## config.mk

```make
export PLATFORM = sky130hd
export DESIGN_NAME = sio_irq_vector
export DESIGN_NICKNAME = d
export VERILOG_FILES = /design/src/rtl/sio_irq_vector.sv
export SDC_FILE = /design/constraint.sdc
export NUM_CORES = 1
export LEC_CHECK = 0
export ABC_AREA = 1
export CORE_ASPECT_RATIO = 2
export CORE_UTILIZATION = 35
export CTS_CLUSTER_DIAMETER = 150
export DETAILED_ROUTE_END_ITERATION = 8
export PLACE_DENSITY = 0.71
export REMOVE_ABC_BUFFERS = 1
export SETUP_SLACK_MARGIN = 0.02
export SLEW_MARGIN = 20
export SYNTH_ARGS = -nofsm -noshare
export SYNTH_HDL_FRONTEND = slang
export SYNTH_SLANG_ARGS = --single-unit
```

## constraint.sdc

```tcl
create_clock -name clk -period 5 [get_ports clk]
set_input_delay 1.5 -clock clk [delete_from_list [all_inputs] [get_ports clk]]
set_output_delay 1.5 -clock clk [all_outputs]
set_load 0.01 [all_outputs]
```

## src/rtl/sio_irq_vector.sv

```systemverilog
module sio_irq_vector (
  input  logic       clk,
  input  logic       rst_n,
  input  logic       wr_en,
  input  logic       wr_chan_a,
  input  logic [3:0] wr_reg,
  input  logic [7:0] wr_data,
  input  logic [3:0] ch_a_ev,
  input  logic [3:0] ch_b_ev,
  input  logic       iack,
  output logic       irq,
  output logic [7:0] vec,
  output logic       vec_en,
  output logic [7:0] rr3
);
  localparam int NLVL = 6;

  logic [7:0] ctl_a, ctl_b, vbase, mctl;
  logic [NLVL-1:0] pend, ius;
  logic [1:0] spec, armed;

  wire mie  = mctl[3];
  wire vis  = mctl[0];
  wire nv   = mctl[1];
  wire sthi = mctl[4];
  wire [1:0] md_a = ctl_a[4:3];
  wire [1:0] md_b = ctl_b[4:3];

  wire wr1_a  = wr_en && wr_reg == 4'd1 && wr_chan_a;
  wire wr1_b  = wr_en && wr_reg == 4'd1 && !wr_chan_a;
  wire rstcmd = wr_en && wr_reg == 4'd0 && wr_data[5:3] == 3'b111;

  wire chr_a = ch_a_ev[2] && (md_a == 2'b10 || (md_a == 2'b01 && armed[1]));
  wire chr_b = ch_b_ev[2] && (md_b == 2'b10 || (md_b == 2'b01 && armed[0]));
  wire sp_a  = ch_a_ev[3] && md_a != 2'b00;
  wire sp_b  = ch_b_ev[3] && md_b != 2'b00;

  wire [NLVL-1:0] setv = {chr_a | sp_a, ch_a_ev[1] & ctl_a[1], ch_a_ev[0] & ctl_a[0],
                          chr_b | sp_b, ch_b_ev[1] & ctl_b[1], ch_b_ev[0] & ctl_b[0]};

  logic [NLVL-1:0] blocked, allowed, win_oh, ius_top;
  logic [2:0] win;
  logic hit;

  always_comb begin
    blocked = '0;
    for (int i = 0; i < NLVL; i++) blocked[i] = |(ius >> i);
    allowed = pend & ~blocked;
    win = '0;
    hit = 1'b0;
    for (int i = NLVL - 1; i >= 0; i--)
      if (!hit && allowed[i]) begin
        win = 3'(i);
        hit = 1'b1;
      end
    win_oh = hit ? (NLVL'(1) << win) : '0;
    ius_top = '0;
    for (int i = 0; i < NLVL; i++)
      if (ius[i]) ius_top = NLVL'(1) << i;
  end

  logic chan;
  logic [1:0] kind;
  logic [2:0] code;

  always_comb begin
    chan = win >= 3'd3;
    case (chan ? win - 3'd3 : win)
      3'd0:    kind = 2'b01;
      3'd1:    kind = 2'b00;
      default: kind = {1'b1, chan ? spec[1] : spec[0]};
    endcase
    code = {chan, kind};
  end

  assign irq    = mie && hit;
  assign vec_en = irq && !nv;
  assign vec    = !vis ? vbase
                : sthi ? {vbase[7], code, vbase[3:0]}
                       : {vbase[7:4], code, vbase[0]};
  assign rr3    = {2'b00, pend};

  wire take = iack && irq;
  wire [NLVL-1:0] clr = take ? win_oh : '0;

  always_ff @(posedge clk) begin
    if (!rst_n) begin
      ctl_a <= '0;
      ctl_b <= '0;
      vbase <= '0;
      mctl  <= '0;
      pend  <= '0;
      ius   <= '0;
      spec  <= '0;
      armed <= 2'b11;
    end else begin
      if (wr1_a) ctl_a <= wr_data;
      if (wr1_b) ctl_b <= wr_data;
      if (wr_en && wr_reg == 4'd2) vbase <= wr_data;
      if (wr_en && wr_reg == 4'd9) mctl <= wr_data;
      pend <= (pend & ~clr) | setv;
      ius  <= (ius & ~(rstcmd ? ius_top : '0)) | clr;
      spec[1] <= (spec[1] && !clr[5]) || sp_a;
      spec[0] <= (spec[0] && !clr[2]) || sp_b;
      armed[1] <= wr1_a || (armed[1] && !(chr_a && md_a == 2'b01));
      armed[0] <= wr1_b || (armed[0] && !(chr_b && md_b == 2'b01));
    end
  end
endmodule


```

==> run metrics, run 1 <==
port bufs=40; FF/Latch Area=720.7 µm²; Vias=1,757; design area=0.002407 mm²; post-synthesis average cell area=7.308 µm²; Mapped Area=0.001886 mm²; DRT Pass-1 Iters=4; share of cells above drive strength 1=0.1237; CP endpoint kind=primary output; Yosys reg bits=36; Setup CP Type=reg2out; # rows=37; I/O pin count=43; via/cell ratio=4.922; Die ar.=0.005703 mm²; Crit path top cell by count=nand2_2; post-synth top area share=0.3822; post-CTS sizing=0; sequential share of the synthesized area=0.3822; CP delay by family, top=simple AND/OR/NAND/NOR gates; Net Sw Power=142.7 µW; Yosys warnings=0; gr ovfl total=0; CP Max Fanout=7; initial core utilization=0.3637; startpoint types=register; Peak Freq=0.2197 GHz; Synth Area in Compound Gates=0.1938; Clk network pwr share=0.372; Synth Area in Simple Gates=0.2873; net switching share of the total power=0.2465; Core Util, Final=0.4643; area taken by multi-input logic gates=977.2 µm²; Cells after Synth=258; Syn-to-layout area delta=27.67%; Worst Max-Slew Pin Slew=0.6350 ns; Max-slew headroom=0.5753; vias in the first global route=1,747; crit-path cells=nor2_4 > nand2_2 > nand2_4 > nor2_2 > nor2_1 > nand2_2 > ha_1 > ha_1 > inv_1 > nand3_1 > nor2_2 > nand4_1 > nand3_1 > nand2_2 > a21oi_2 > clkdlybuf4s50_1; initial antenna violation count=0; CTS buffer count=5; Fin Setup TNS=0 ns; Sequential Power Share=0.508; Synth Area in Adders=0.03318; CTS sink cnt=36; Int Pwr=436.2 µW; post-CTS setup buffers=0; critical path arrival=3.05 ns; post-synthesis mux area share=0; Combinational Power Share=0.120; Buf/Inv on CP=2; First DRT Iteration DRCs=27; CP required=3.50 ns; Post-DRT Antenna Nets=0; status=completed; DIE HEIGHT=105.8 µm; Post-CTS Hold Buffers=0; Pins Over Slew Limit=0; routed wire length=4.501 mm; nets=328; most frequent cells in the layout=nor2_1 (44), clkdlybuf4s50_1 (40), inv_1 (37), dfxtp_1 (36), o21ai_0 (33); hold slack=0.4681 ns; DR DRC count=0; H-tree levels=2; number of max-cap violations=0; clock skew=0.004149 ns; core area=0.005185 mm²; total global-route track usage=0.1768; Ant. Diodes=0; root buffer cell=clkbuf_8; static leakage=1.009 nW; Clock Latency Late Sink=0.29 ns; Inst Count DP=349; most area-consuming cells after synthesis=dfxtp_1 (38%), nor2_1 (8.8%), o21ai_0 (8.8%); xor/xnor cell area share of the yosys netlist=0; Synth cell types=26; R2R Setup Slk=3.03 ns; first-pass GRT wire length=7.369 mm; Peak VDD IR=240.9 µV; largest family of logic cells by synthesized area=simple AND/OR/NAND/NOR gates; Hold Fails Final Rpt=0; commonest non-fill, non-tap cell in the layout=nor2_1; Clock Pin Slew Worst Setup and Hold Paths=0.07 ns; hold crit path type=reg2reg; RSZ-0062 raised after global routing=false; fin cells=357; Die X-Extent=53.90 µm; layout filler cell count=544; CTS tree=done; power consumption=578.9 µW; worst slack at placement=0.7475 ns; Tcrit/Tclk final=0.9102; placed instance area=0.002317 mm²; DPL Wire Length=3.634 mm; largest net degree at the start of global routing=24; gpl congestion=0.9088; buffer levels on the longest clock path=2; pwr dens=240.5 mW/mm²; setup violators final=0; final setup margin=0.4490 ns; crit path max-delay cell type=clkdlybuf4s50_1; DR WL/cell=12.61 µm; Yosys top cell by area=dfxtp_1; post-route minimum period=4.551 ns; CP max stage delay=0.54 ns
-- Yosys cell counts (all sizes together) --
| cell | count |
|---|---|
| a21oi | 24 |
| a31oi | 1 |
| buf | 4 |
| clkbuf | 4 |
| conb | 1 |
| dfxtp | 36 |
| ha | 5 |
| inv | 39 |
| nand2 | 33 |
| nand3 | 11 |
| nand4 | 9 |
| nor2 | 51 |
| nor3 | 1 |
| nor4 | 2 |
| o21a | 2 |
| o21ai | 33 |
| o31ai | 2 |
-- metal layers --
metal,up-vias,routed length (µm),track usage
met5,-,0,0
met4,0,119,0.09962
met3,10,118,0.02453
met2,33,2729,0.3413
met1,803,1533,0.1555
li1,911,-,-
-- layout make-up --
cell class / instances / area share
Multi-Input combinational cell: 176 / 0.4059
Sequential cell: 36 / 0.2994
Timing Repair Buffer: 40 / 0.1663
Inverter: 39 / 0.06081
Clock buffer: 8 / 0.03742
Tap cell: 58 / 0.03015
-- sequential cells by signal, indices dropped and copies added (netlist names) --
name and count:
ctl_b 4, spec 2, vbase 8, ius 6, ctl_a 4, armed 2
mctl 4, pend 6
-- worst min-delay path, stage by stage (launching register included) --
cell	delay, ns
dfxtp_1	0.31
nand2_1	0.07
a21oi_2	0.05
-- cells by family (layout without fill, tap and decap cells) --
group / Yosys count / in the layout
adders and majority gates: 5 / 5
and+or+nand+nor: 107 / 107
DFF: 36 / 36
other: 1 / 2
AOI/OAI and AO/OA: 62 / 62
buffers and inverters: 47 / 87
-- worst paths after layout --
path,startpoint,to,cells past startpoint
worst min-delay path,ctl_b[1],pend[1],2
worst max-delay path,ius[5],vec[4],16
worst min register to register,ctl_b[1],pend[1],2
worst max register to register,ius[5],spec[0],13
-- power by group through the flow --
| stage | Sequential [mW] | Combinational [mW] | Clock (mW) |
|---|---|---|---|
| 2_1_floorplan | 0.300 | 0.0326 | 0 |
| 3_3_place_gp | 0.300 | 0.0690 | 0 |
| 3_5_place_dp | 0.300 | 0.0699 | 0 |
| 4_1_cts | 0.294 | 0.0702 | 0.218 |
| 5_1_grt | 0.294 | 0.0765 | 0.227 |
| 6_report | 0.294 | 0.0697 | 0.215 |
No activity file was read; power rests on OpenSTA's default activity.
==> inputs of run 2 (changes only) <==
--- a/config.mk
+++ b/config.mk
@@ -5,13 +5,12 @@
 export SDC_FILE = /design/constraint.sdc
 export NUM_CORES = 1
 export LEC_CHECK = 0
-export ABC_AREA = 1
 export CORE_ASPECT_RATIO = 2
 export CORE_UTILIZATION = 35
 export CTS_CLUSTER_DIAMETER = 150
+export CTS_CLUSTER_SIZE = 12
 export DETAILED_ROUTE_END_ITERATION = 8
 export PLACE_DENSITY = 0.71
-export REMOVE_ABC_BUFFERS = 1
 export SETUP_SLACK_MARGIN = 0.02
 export SLEW_MARGIN = 20
 export SYNTH_ARGS = -nofsm -noshare
==> run metrics, run 2 <==
first-pass GRT wire length=8.059 mm (was 7.369 mm); Peak VDD IR=170.2 µV (was 240.9 µV); leading register cell type out of synthesis=dfxtp_1 (unchanged); power consumption=555.3 µW (was 578.9 µW); Max-slew headroom=0.3519 (was 0.5753); hold path start=vbase[7] (was ctl_b[1]); Synth cell types=47 (was 26); Vias=1,756 (was 1,757); Yosys warnings=0 (unchanged); Synth Area in Simple Gates=0.2240 (was 0.2873); number of flops mapped to enable cells by yosys=0 (unchanged); reg2reg path depth=8 (was 13); DPL Wire Length=3.807 mm (was 3.634 mm); Cells after Synth=218 (was 258); post-CTS setup buffers=0 (unchanged); post-synthesis average cell area=8.431 µm² (was 7.308 µm²); crit path max-delay cell type=clkdlybuf4s50_1 (unchanged); Biggest register=vbase (unchanged); core area=0.005092 mm² (was 0.005185 mm²); setup violators final=0 (unchanged); CP delay by family, top=simple AND/OR/NAND/NOR gates (unchanged); most frequent cells in the layout=clkdlybuf4s50_1 (38), dfxtp_1 (36), nand2_1 (23), a21oi_1 (22), nor2_1 (17) (was nor2_1 (44), clkdlybuf4s50_1 (40), inv_1 (37), dfxtp_1 (36), o21ai_0 (33)); net switching share of the total power=0.2311 (was 0.2465); clock skew=0.008225 ns (was 0.004149 ns); gpl congestion=0.8732 (was 0.9088); Int Pwr=427.0 µW (was 436.2 µW); vias in the first global route=1,710 (was 1,747); Post-DRT Antenna Nets=0 (unchanged); Net Sw Power=128.3 µW (was 142.7 µW); layout filler cell count=514 (was 544); sequential share of the synthesized area=0.3921 (was 0.3822); pwr dens=235.1 mW/mm² (was 240.5 mW/mm²); largest registers=vbase x8, ius x6, pend x6 (unchanged); nets=288 (was 328); ys async rst share=0 (unchanged); CP endpoint kind=primary output (unchanged); FF-to-FF Start=ius[5] (unchanged); hold worst-path end=vbase[7] (was pend[1]); Clock Pin Slew Worst Setup and Hold Paths=0.07 ns (about the same); most area-consuming cells after synthesis=dfxtp_1 (39%), a21oi_1 (6.0%), mux2i_1 (6.0%) (was dfxtp_1 (38%), nor2_1 (8.8%), o21ai_0 (8.8%)); routed wire length=4.972 mm (was 4.501 mm); DR WL/cell=15.68 µm (was 12.61 µm); Yosys reg bits=36 (unchanged); Sequential Power Share=0.524 (was 0.508); total global-route track usage=0.1989 (was 0.1768); Die ar.=0.005563 mm² (was 0.005703 mm²); CP required=3.50 ns (about the same); Die X-Extent=53.24 µm (was 53.90 µm); post-route minimum period=4.819 ns (was 4.551 ns); Yosys top cell by area=dfxtp_1 (unchanged); CTS tree=done (unchanged); crit-path cells=or4_4 > or4_4 > o22ai_4 > ha_1 > ha_1 > a21oi_1 > and2_1 > o21ai_0 > clkdlybuf4s50_1 (was nor2_4 > nand2_2 > nand2_4 > nor2_2 > nor2_1 > nand2_2 > ha_1 > ha_1 > inv_1 > nand3_1 > nor2_2 > nand4_1 > nand3_1 > nand2_2 > a21oi_2 > clkdlybuf4s50_1); commonest non-fill, non-tap cell in the layout=clkdlybuf4s50_1 (was nor2_1); Synth Area in Compound Gates=0.2362 (was 0.1938); Synth Area in Adders=0.03404 (was 0.03318); Synth top cells by count=dfxtp_1 (36), nand2_1 (23), a21oi_1 (22), nor2_1 (17), nand3_1 (14) (was nor2_1 (44), inv_1 (37), dfxtp_1 (36), o21ai_0 (33), nand2_1 (26)); final setup margin=0.1805 ns (was 0.4490 ns); placed instance area=0.002275 mm² (was 0.002317 mm²); Largest register FFs=8 (unchanged); largest net degree at the start of global routing=32 (was 24); Clk network pwr share=0.385 (was 0.372); CP max stage delay=0.58 ns (was 0.54 ns); post-synth top area share=0.3921 (was 0.3822); Clock Latency Late Sink=0.29 ns (about the same); Fin Setup TNS=0 ns (unchanged); CTS sink cnt=36 (unchanged); CTS buffer count=5 (unchanged); design area=0.002362 mm² (was 0.002407 mm²); number of max-cap violations=0 (unchanged); buffer levels on the longest clock path=2 (unchanged); port bufs=40 (unchanged); Hold Fails Final Rpt=0 (unchanged); static leakage=0.7986 nW (was 1.009 nW); Setup CP Type=reg2out (unchanged); # rows=37 (unchanged); Pins Over Slew Limit=0 (unchanged); CP Max Fanout=4 (was 7); I/O pin count=43 (unchanged); Mapped Area=0.001838 mm² (was 0.001886 mm²); xor/xnor cell area share of the yosys netlist=0 (unchanged); root buffer cell=clkbuf_8 (unchanged); area taken by multi-input logic gates=0.001026 mm² (was 977.2 µm²); share of cells above drive strength 1=0.07336 (was 0.1237); H-tree levels=2 (unchanged); Peak Freq=0.2075 GHz (was 0.2197 GHz); DR DRC count=0 (unchanged); startpoint types=register (unchanged); Crit Reg-Reg Endpoint=pend[0] (was spec[0]); initial antenna violation count=0 (unchanged); critical path arrival=3.32 ns (was 3.05 ns); Min-Delay Path Depth=2 (unchanged); RSZ-0062 raised after global routing=false (unchanged); Worst Max-Slew Pin Slew=0.9711 ns (was 0.6350 ns); worst slack at placement=0.2858 ns (was 0.7475 ns); hold crit path type=reg2reg (unchanged); largest family of logic cells by synthesized area=compound AO/OA/AOI/OAI gates (was simple AND/OR/NAND/NOR gates); Syn-to-layout area delta=28.52% (was 27.67%); DRT Pass-1 Iters=4 (unchanged); Tcrit/Tclk final=0.9639 (was 0.9102); DIE HEIGHT=104.5 µm (was 105.8 µm); First DRT Iteration DRCs=35 (was 27); gr ovfl total=0 (unchanged); Combinational Power Share=0.092 (was 0.120); post-synthesis mux area share=0.05990 (was 0); Ant. Diodes=0 (unchanged); most instantiated library cell after synthesis=dfxtp_1 (was nor2_1); via/cell ratio=5.539 (was 4.922); initial core utilization=0.3609 (was 0.3637); R2R Setup Slk=2.50 ns (was 3.03 ns); FF/Latch Area=720.7 µm² (unchanged); status=completed (unchanged); Buf/Inv on CP=1 (was 2)
-- run 2: cells by family (layout without fill, tap and decap cells) --
| logic type | Yosys count | count (layout) |
|---|---|---|
| AO/OA/AOI/OAI | 66 | 66 |
| buffers and inverters | 18 | 58 |
| flip-flops | 36 | 36 |
| adder cells (fa/ha/maj) | 5 | 5 |
| other | 1 | 2 |
| AND/OR/NAND/NOR | 81 | 81 |
| multiplexers | 11 | 11 |
-- run 2: timing repair --
item                                    CTS  global route
gates resized for setup                   2             0
endpoints found under the setup margin    2             0
hold buffers                              0             0
-- run 2: routing by layer --
metal	track usage	wire length [µm]
met5	0	0
met4	0.1654	326
met3	0.02193	114
met2	0.3482	2765
met1	0.1893	1765
-- run 2: power by group through the flow --
stage,logic (mW),clock network [mW],registers (mW)
2_1_floorplan,0.0208,0,0.297
3_3_place_gp,0.0507,0,0.297
3_5_place_dp,0.0510,0,0.297
4_1_cts,0.0510,0.222,0.291
5_1_grt,0.0548,0.230,0.291
6_report,0.0510,0.214,0.291
-- run 2: metrics by stage --
stage               hold slack [ns]  cells  utilization
floorplan                    0.4366    219            -
global route                 0.4765    317       0.4639
global placement             0.4436    309       0.4467
CTS                          0.4599    317       0.4639
detailed placement           0.4496    309       0.4467
finish                       0.4571    317       0.4639
-- run 2: how the worst max path moves through the flow --
stage           start      to  slack [ns]  cells past startpoint
2_1_floorplan  ius[4]  vec[1]        0.80                      9
3_3_place_gp   ius[5]  vec[1]        0.29                      9
3_5_place_dp   ius[2]  vec[1]        0.29                      9
4_1_cts        ius[5]  vec[3]        0.19                      9
5_1_grt        ius[2]  vec[1]        0.03                     10
6_report       ius[5]  vec[3]        0.18                      9
-- run 2: final cells by class --
| cell class | instances | area share |
|---|---|---|
| multi-input combinational | 165 | 0.4343 |
| sequential | 36 | 0.3051 |
| clock buffer | 8 | 0.03814 |
| inverter | 6 | 0.01059 |
| timing repair buffer | 44 | 0.1811 |
| tap | 58 | 0.03072 |
-- run 2: worst register-to-register path: stages (launching register included) --
cell and delay, ns:
dfxtp_1 0.31, or4_4 0.55, or4_4 0.45, o22ai_4 0.24
inv_4 0.08, ha_1 0.21, and3_1 0.20, a21boi_0 0.13
a311oi_1 0.25
